`src/rtl/gpio_port_irq.sv`:
```
module gpio_port_irq #(
  parameter int N        = 8,
  parameter int MW       = 3,
  parameter bit DIR_GATE = 1'b1
) (
  input  logic            clk,
  input  logic            rst_n,
  input  logic [N-1:0]    pin_i,
  input  logic [N-1:0]    dir_i,
  input  logic            mode_we,
  input  logic [N*MW-1:0] mode_wdata,
  input  logic            en_we,
  input  logic [N-1:0]    en_wdata,
  input  logic            clr_we,
  input  logic [N-1:0]    clr_wdata,
  output logic [N-1:0]    flags_o,
  output logic            irq_o
);
  localparam logic [MW-1:0] M_RISE = MW'(0);
  localparam logic [MW-1:0] M_FALL = MW'(1);
  localparam logic [MW-1:0] M_ANY  = MW'(2);
  localparam logic [MW-1:0] M_HIGH = MW'(3);
  localparam logic [MW-1:0] M_LOW  = MW'(4);

  logic [N-1:0][MW-1:0] mode_q;
  logic [N-1:0]         en_q, flag_q, prev_q, hit, allow;
  logic                 seen_q;

  assign allow = DIR_GATE ? ~dir_i : {N{1'b1}};

  for (genvar i = 0; i < N; i++) begin : g_pin
    always_comb begin
      unique case (mode_q[i])
        M_RISE:  hit[i] = seen_q &  pin_i[i] & ~prev_q[i];
        M_FALL:  hit[i] = seen_q & ~pin_i[i] &  prev_q[i];
        M_ANY:   hit[i] = seen_q & (pin_i[i] ^ prev_q[i]);
        M_HIGH:  hit[i] = pin_i[i];
        M_LOW:   hit[i] = ~pin_i[i];
        default: hit[i] = 1'b0;
      endcase
    end
  end

  always_ff @(posedge clk) begin
    if (!rst_n) begin
      mode_q <= '0;
      en_q   <= '0;
      flag_q <= '0;
      prev_q <= '0;
      seen_q <= 1'b0;
    end else begin
      prev_q <= pin_i;
      seen_q <= 1'b1;
      flag_q <= (flag_q & ~(clr_we ? clr_wdata : '0)) | (hit & allow);
      if (mode_we) mode_q <= mode_wdata;
      if (en_we)   en_q   <= en_wdata;
    end
  end

  assign flags_o = flag_q;
  assign irq_o   = |(flag_q & en_q);
endmodule

```
`config.mk`:
```
export PLATFORM = sky130hd
export DESIGN_NAME = gpio_port_irq
export DESIGN_NICKNAME = d
export VERILOG_FILES = /design/src/rtl/gpio_port_irq.sv
export SDC_FILE = /design/constraint.sdc
export NUM_CORES = 1
export LEC_CHECK = 0
export ABC_AREA = 1
export BUFFER_PORTS_ARGS = -buffer_cell sky130_fd_sc_hd__buf_2
export CAP_MARGIN = 10
export CORE_MARGIN = 2
export CORE_UTILIZATION = 50
export CTS_CLUSTER_DIAMETER = 40
export DETAILED_ROUTE_END_ITERATION = 10
export HOLD_SLACK_MARGIN = 0.08
export PLACE_DENSITY = 0.87
export SETUP_SLACK_MARGIN = 0.02
export SLEW_MARGIN = 5
export SYNTH_ARGS = -nofsm -noshare
export SYNTH_HDL_FRONTEND = slang
export SYNTH_SLANG_ARGS = --single-unit
```
`constraint.sdc`:
```
create_clock -name clk -period 2.2 [get_ports clk]
set_clock_uncertainty 0.2 [all_clocks]
set_input_delay 0.44 -clock clk [delete_from_list [all_inputs] [get_ports clk]]
set_output_delay 0.44 -clock clk [all_outputs]
set_load 0.1 [all_outputs]
```
==> results of run 1 <==
==> critical path: cells and delay by family (launching register included) <==
| kind | cells | cell delay, ps |
|---|---|---|
| AOI/OAI and AO/OA | 1 | 290 |
| buffers and inverters | 1 | 300 |
| DFF | 1 | 340 |
| and+or+nand+nor | 3 | 190 |
==> where the power goes <==
| group | total [W] | leakage, nW | internal, W | switching, W |
|---|---|---|---|---|
| sequential | 0.000993 | 0.410 | 0.000950 | 0.0000427 |
| combinational | 0.000382 | 1.00 | 0.000125 | 0.000257 |
| clock | 0.000580 | 0.0542 | 0.000285 | 0.000295 |
==> cell families after synthesis <==
logic type	synth area share, %
AND/OR/NAND/NOR	30.5
AO/OA/AOI/OAI	15.4
buffers and inverters	9.87
flip-flops	44.2
==> registers in the layout (all words and copies together), names as in the netlist <==
signal / flops
mode_q: 24
en_q: 8
flags_o: 8
prev_q: 8
seen_q: 1
==> layer usage <==
layer  up-vias  part of all wire [%]  global-route usage [%]
li1       1208                     -                       -
met1      1031                    43                    23.6
met2        62                    48                    39.6
met3        22                   4.1                    4.84
met4         0                   4.6                    13.4
met5         -                     0                       0
==> final cells by class <==
type | count | area [µm²]
Multi-Input combinational cell | 241 | 1020
Inverter | 44 | 168
Tap cell | 52 | 65.1
Sequential cell | 49 | 991
Clock buffer | 7 | 96.3
Fill cell | 422 | 1590
Clock inverter | 1 | 5.00
Timing Repair Buffer | 71 | 385
==> per-stage QoR <==
step	cell area [µm²]	hold WS, ps	util, %
2_1_floorplan	2230	246	-
3_3_place_gp	2630	258	60.8
3_5_place_dp	2630	266	60.8
4_1_cts	2730	151	63.2
5_1_grt	2730	161	63.2
6_report	2730	150	63.2
==> synth_stat cells <==
cell type,count
a21oi_1,31
a21oi_2,1
a221oi_1,2
buf_2,5
buf_6,1
clkbuf_1,4
dfxtp_1,49
inv_1,41
inv_2,2
inv_4,1
nand2_1,111
nand3_1,16
nor2_1,48
o21ai_0,9
o21ai_1,23
==> final timing paths <==
kind                                  start    endpoint  slack [ps]  cells after the start
worst min register to register   mode_q[23]  mode_q[23]         280                      2
worst max register to register       seen_q  flags_o[7]         710                      6
worst min-delay path            en_wdata[4]     en_q[4]         150                      3
worst max-delay path             flags_o[3]       irq_o         150                      5
==> impl_metrics.ini, run 1 <==
[run_status]
status = finished clean

[detailed_routing]
wl_per_cell_um = 11.1
viasPerCell = 5.00
first_iter_violations = 76
dr.pass1.iters = 6
routed_wl_mm = 5.17
postRouteAntennaNets = 0
drc = 0
routed-via-count = 2323

[power]
power.total_w = 0.00195
p_per_area_nw_per_um2 = 716
vdd_ir_drop_max_mv = 0.378
leakage_nw = 1.46

[grt]
grt-ovfl-total = 0
gr-usage-all-layers_pct = 22.1
grt_max_degree = 31
grt_pass1_wl_mm = 8.90
antenna_found_initial = 0
grt_pass1_vias = 2267

[yosys]
ys_types = 15
yosys_warnings = 0
synth_top_area_share_pct = 44.2
syn_inst = 344
syn_nets = 405
seq_area_frac_synth_pct = 44.2
netlist_area_um2 = 2220
yosysTopAreaCell = dfxtp_1
yosys-top-cells-area = dfxtp_1 (44%), nand2_1 (19%), nor2_1 (8.1%), a21oi_1 (7.0%), inv_1 (6.9%)
synth-seq-cells = 49
synth_area_per_cell_um2 = 6.45

[sta]
grt_setup_unrepaired = no
setup_viol = 0
hold_viol = 0
period_share_pct = 93.3
fin_tns_setup_ps = 0
max_clock_freq_ghz = 0.487
fin_ws_ps = 148
slew_violations = 0
worst_slew_pin_slew_ps = 500
slew-limit-headroom_pct = 66.9
layout_min_cycle_time_ps = 2050

[critical_path]
crit_slowest_cell = dfxtp_2
path_cells = nand2_1, nand2_1, a221oi_1, nand2_2, buf_2
endpoint_kind = primary output
crit_required_ps = 1560
crit_fanout = 3
critPathMaxStageDelay_ps = 340
cp_common_cell = nand2_1
worstPathArrival_ps = 1410
crit_path_start_kind = flip-flop
timing_worst_setup_path_type = reg2out

[floorplanning]
design.core.area_um2 = 4320
die-area_um2 = 4990
die_x_um = 70.6
die_h_um = 70.6
io_pins = 70
num_rows = 24
initial_core_util_pct = 51.3

[place]
numPortBuffers = 69
place_congestion = 0.890
pre_cts_slack_ps = 493
placedCellCount = 457
hpwl_mm = 3.81

[clocking]
clkTransAtPathRegs_ps = 90
cts_buffer_depth = 2
hold_buffers = 0
insertion_delay_ps = 300
cts_root_buffer = clkbuf_8
cts-resized-gates = 0
htree_num_levels = 2
post-cts-setup-buffers = 0
numCtsBuffers = 5
cts.sinks = 49
cts_tree = yes

[flow_run]
max-cap-violations = 0

[cells_and_area]
instances_no_fill = 465
n_antenna_cell = 0
drive_gt1_share_pct = 22.3
layout_commonest_cell = nand2_1
syn_to_final_growth_pct = 23.1
final_cell_mix = nand2_1 (110), buf_2 (69), nor2_1 (48), inv_1 (41), dfxtp_1 (41)
final_nets = 473

[hold_path]
hold_path_class = in2reg
(Power assumes the default switching activity.)
==> run 2, diff against run 1 <==
CORE_MARGIN = unset   (was 2)
RECOVER_POWER = 100   (was unset)
==> impl_metrics.ini, run 2 (synthesis gave the netlist of run 1 again) <==
[sta]
setup_viol = 0
worst_slew_pin_slew_ps = 564
slew_violations = 0
fin_tns_setup_ps = 0
fin_ws_ps = 172
layout_min_cycle_time_ps = 2030
grt_setup_unrepaired = no
period_share_pct = 92.2
hold_viol = 0
max_clock_freq_ghz = 0.493
slew-limit-headroom_pct = 62.4

[clocking]
post-cts-setup-buffers = 0
htree_num_levels = 2
clkTransAtPathRegs_ps = 90
hold_buffers = 0
cts_buffer_depth = 2
cts_tree = yes
insertion_delay_ps = 300
numCtsBuffers = 5
cts.sinks = 49
cts_root_buffer = clkbuf_8

[detailed_routing]
wl_per_cell_um = 11.0
postRouteAntennaNets = 0
first_iter_violations = 118
routed-via-count = 2261
viasPerCell = 4.88
routed_wl_mm = 5.10
dr.pass1.iters = 4
drc = 0

[place]
dpl_cell_area_um2 = 2620
numPortBuffers = 69
hpwl_mm = 3.75
pre_cts_slack_ps = 499
place_congestion = 0.772

[flow_run]
max-cap-violations = 0

[grt]
grt_pass1_vias = 2063
gr-usage-all-layers_pct = 24.3
grt-ovfl-total = 0
grt_pass1_wl_mm = 8.31
grt_max_degree = 29
antenna_found_initial = 0

[cells_and_area]
drive_gt1_share_pct = 21.8
syn_to_final_growth_pct = 22.2
layout_commonest_cell = nand2_1
n_fill_cell = 382
final_cell_mix = nand2_1 (110), buf_2 (59), nor2_1 (48), inv_1 (41), dfxtp_1 (41)
n_antenna_cell = 0
postLayoutCellArea_um2 = 2710
largest_reg_flops = 24
top_register = mode_q
final_nets = 473

[critical_path]
crit_path_start_kind = flip-flop
path_cells = nand2_1, nand2_1, a221oi_1, nand2_2, clkbuf_4
timing_worst_setup_path_type = reg2out
crit_required_ps = 1560
crit_slowest_cell = dfxtp_2
r2r_cells = 6
crit_end = irq_o
endpoint_kind = primary output
r2r_start = seen_q
critPathMaxStageDelay_ps = 330
crit_fanout = 3
worst-path-stages = 5
worstPathArrival_ps = 1390
cp-startpoint = flags_o[6]
path_buf_inv = 1
r2r-end = flags_o[3]
r2r_slack_ps = 220
crit_family = flip-flops
cp_common_cell = nand2_1

[floorplanning]
die-area_um2 = 4710
io_pins = 70
initial_core_util_pct = 53.9
design.core.area_um2 = 4120
die_x_um = 68.6
num_rows = 23
die_h_um = 68.6

[power]
p_sw_w = 0.000588
vdd_ir_drop_max_mv = 0.472
internal-power_w = 0.00135
leakage_nw = 1.45
power.total_w = 0.00194
p_per_area_nw_per_um2 = 717
p_comb_share_pct = 19.0
p_seq_share_pct = 51.1
netSwitchingFraction_pct = 30.3
pwr-share-clk_pct = 29.8

[hold_path]
hold_path_class = in2reg

[run_status]
status = finished clean
[run 2: cell types whose count changed in the layout (fill, tap and decap cells not counted), sizes merged]
| cell | previous run | this run |
|---|---|---|
| buf | 71 | 60 |
| clkbuf | 7 | 18 |
| clkinvlp | 0 | 1 |
| inv | 44 | 43 |
[run 2: area by class of cell]
class | instances | area [µm²] | area share, %
multi-input cells | 241 | 1020 | 37.5
well taps | 50 | 62.6 | 2.31
clock inverters | 1 | 5.00 | 0.185
inverters | 44 | 166 | 6.14
flip-flops and latches | 49 | 991 | 36.6
clock buffers | 7 | 96.3 | 3.55
repair buffers | 71 | 372 | 13.7
[run 2: power groups by stage]
stage | logic (W) | registers, W | clock network [W]
2_1_floorplan | 0.000186 | 0.00108 | 0
3_3_place_gp | 0.000368 | 0.00101 | 0
3_5_place_dp | 0.000376 | 0.00101 | 0
4_1_cts | 0.000378 | 0.000993 | 0.000588
5_1_grt | 0.000414 | 0.00100 | 0.000630
6_report | 0.000370 | 0.000993 | 0.000580
[run 2: through the flow]
stage               hold WS [ps]  util [%]  std cells
floorplan                    246         -        344
global placement             258      63.5        455
detailed placement           260      63.5        455
CTS                          156      66.0        463
global route                 149      65.9        463
finish                       156      65.9        463
[run 2: how the worst min path moves through the flow]
stage | to | startpoint | slack [ps] | cells past startpoint
floorplan | mode_q[23] | mode_q[23] | 250 | 2
global placement | flags_o[0] | flags_o[0] | 260 | 2
detailed placement | flags_o[7] | flags_o[7] | 260 | 2
CTS | en_q[1] | en_wdata[1] | 160 | 3
global route | en_q[0] | en_wdata[0] | 150 | 3
finish | en_q[1] | en_wdata[1] | 160 | 3
[run 2: worst register-to-register path, stage by stage, from the launching register on]
cell and delay (ps):
dfxtp_1 590, clkinvlp_2 510, nor2_1 240, nand3_1 90, nand3_1 80, nand2_1 70, a21oi_1 130
[run 2: metal layers]
metal  track usage (%)  up-vias  part of all wire, %  routed length (µm)
li1                  -     1204                    -                   -
met1              25.9     1001                   44                2260
met2              44.7       52                   50                2530
met3              6.58        4                  4.7                 241
met4              9.90        0                  1.3                  65
met5                 0        -                    0                   0
[run 2: repair_timing]
item                                    4_1_cts  5_1_grt
endpoints found under the hold margin         0        0
endpoints found under the setup margin        0        1
resized for setup                             0        1
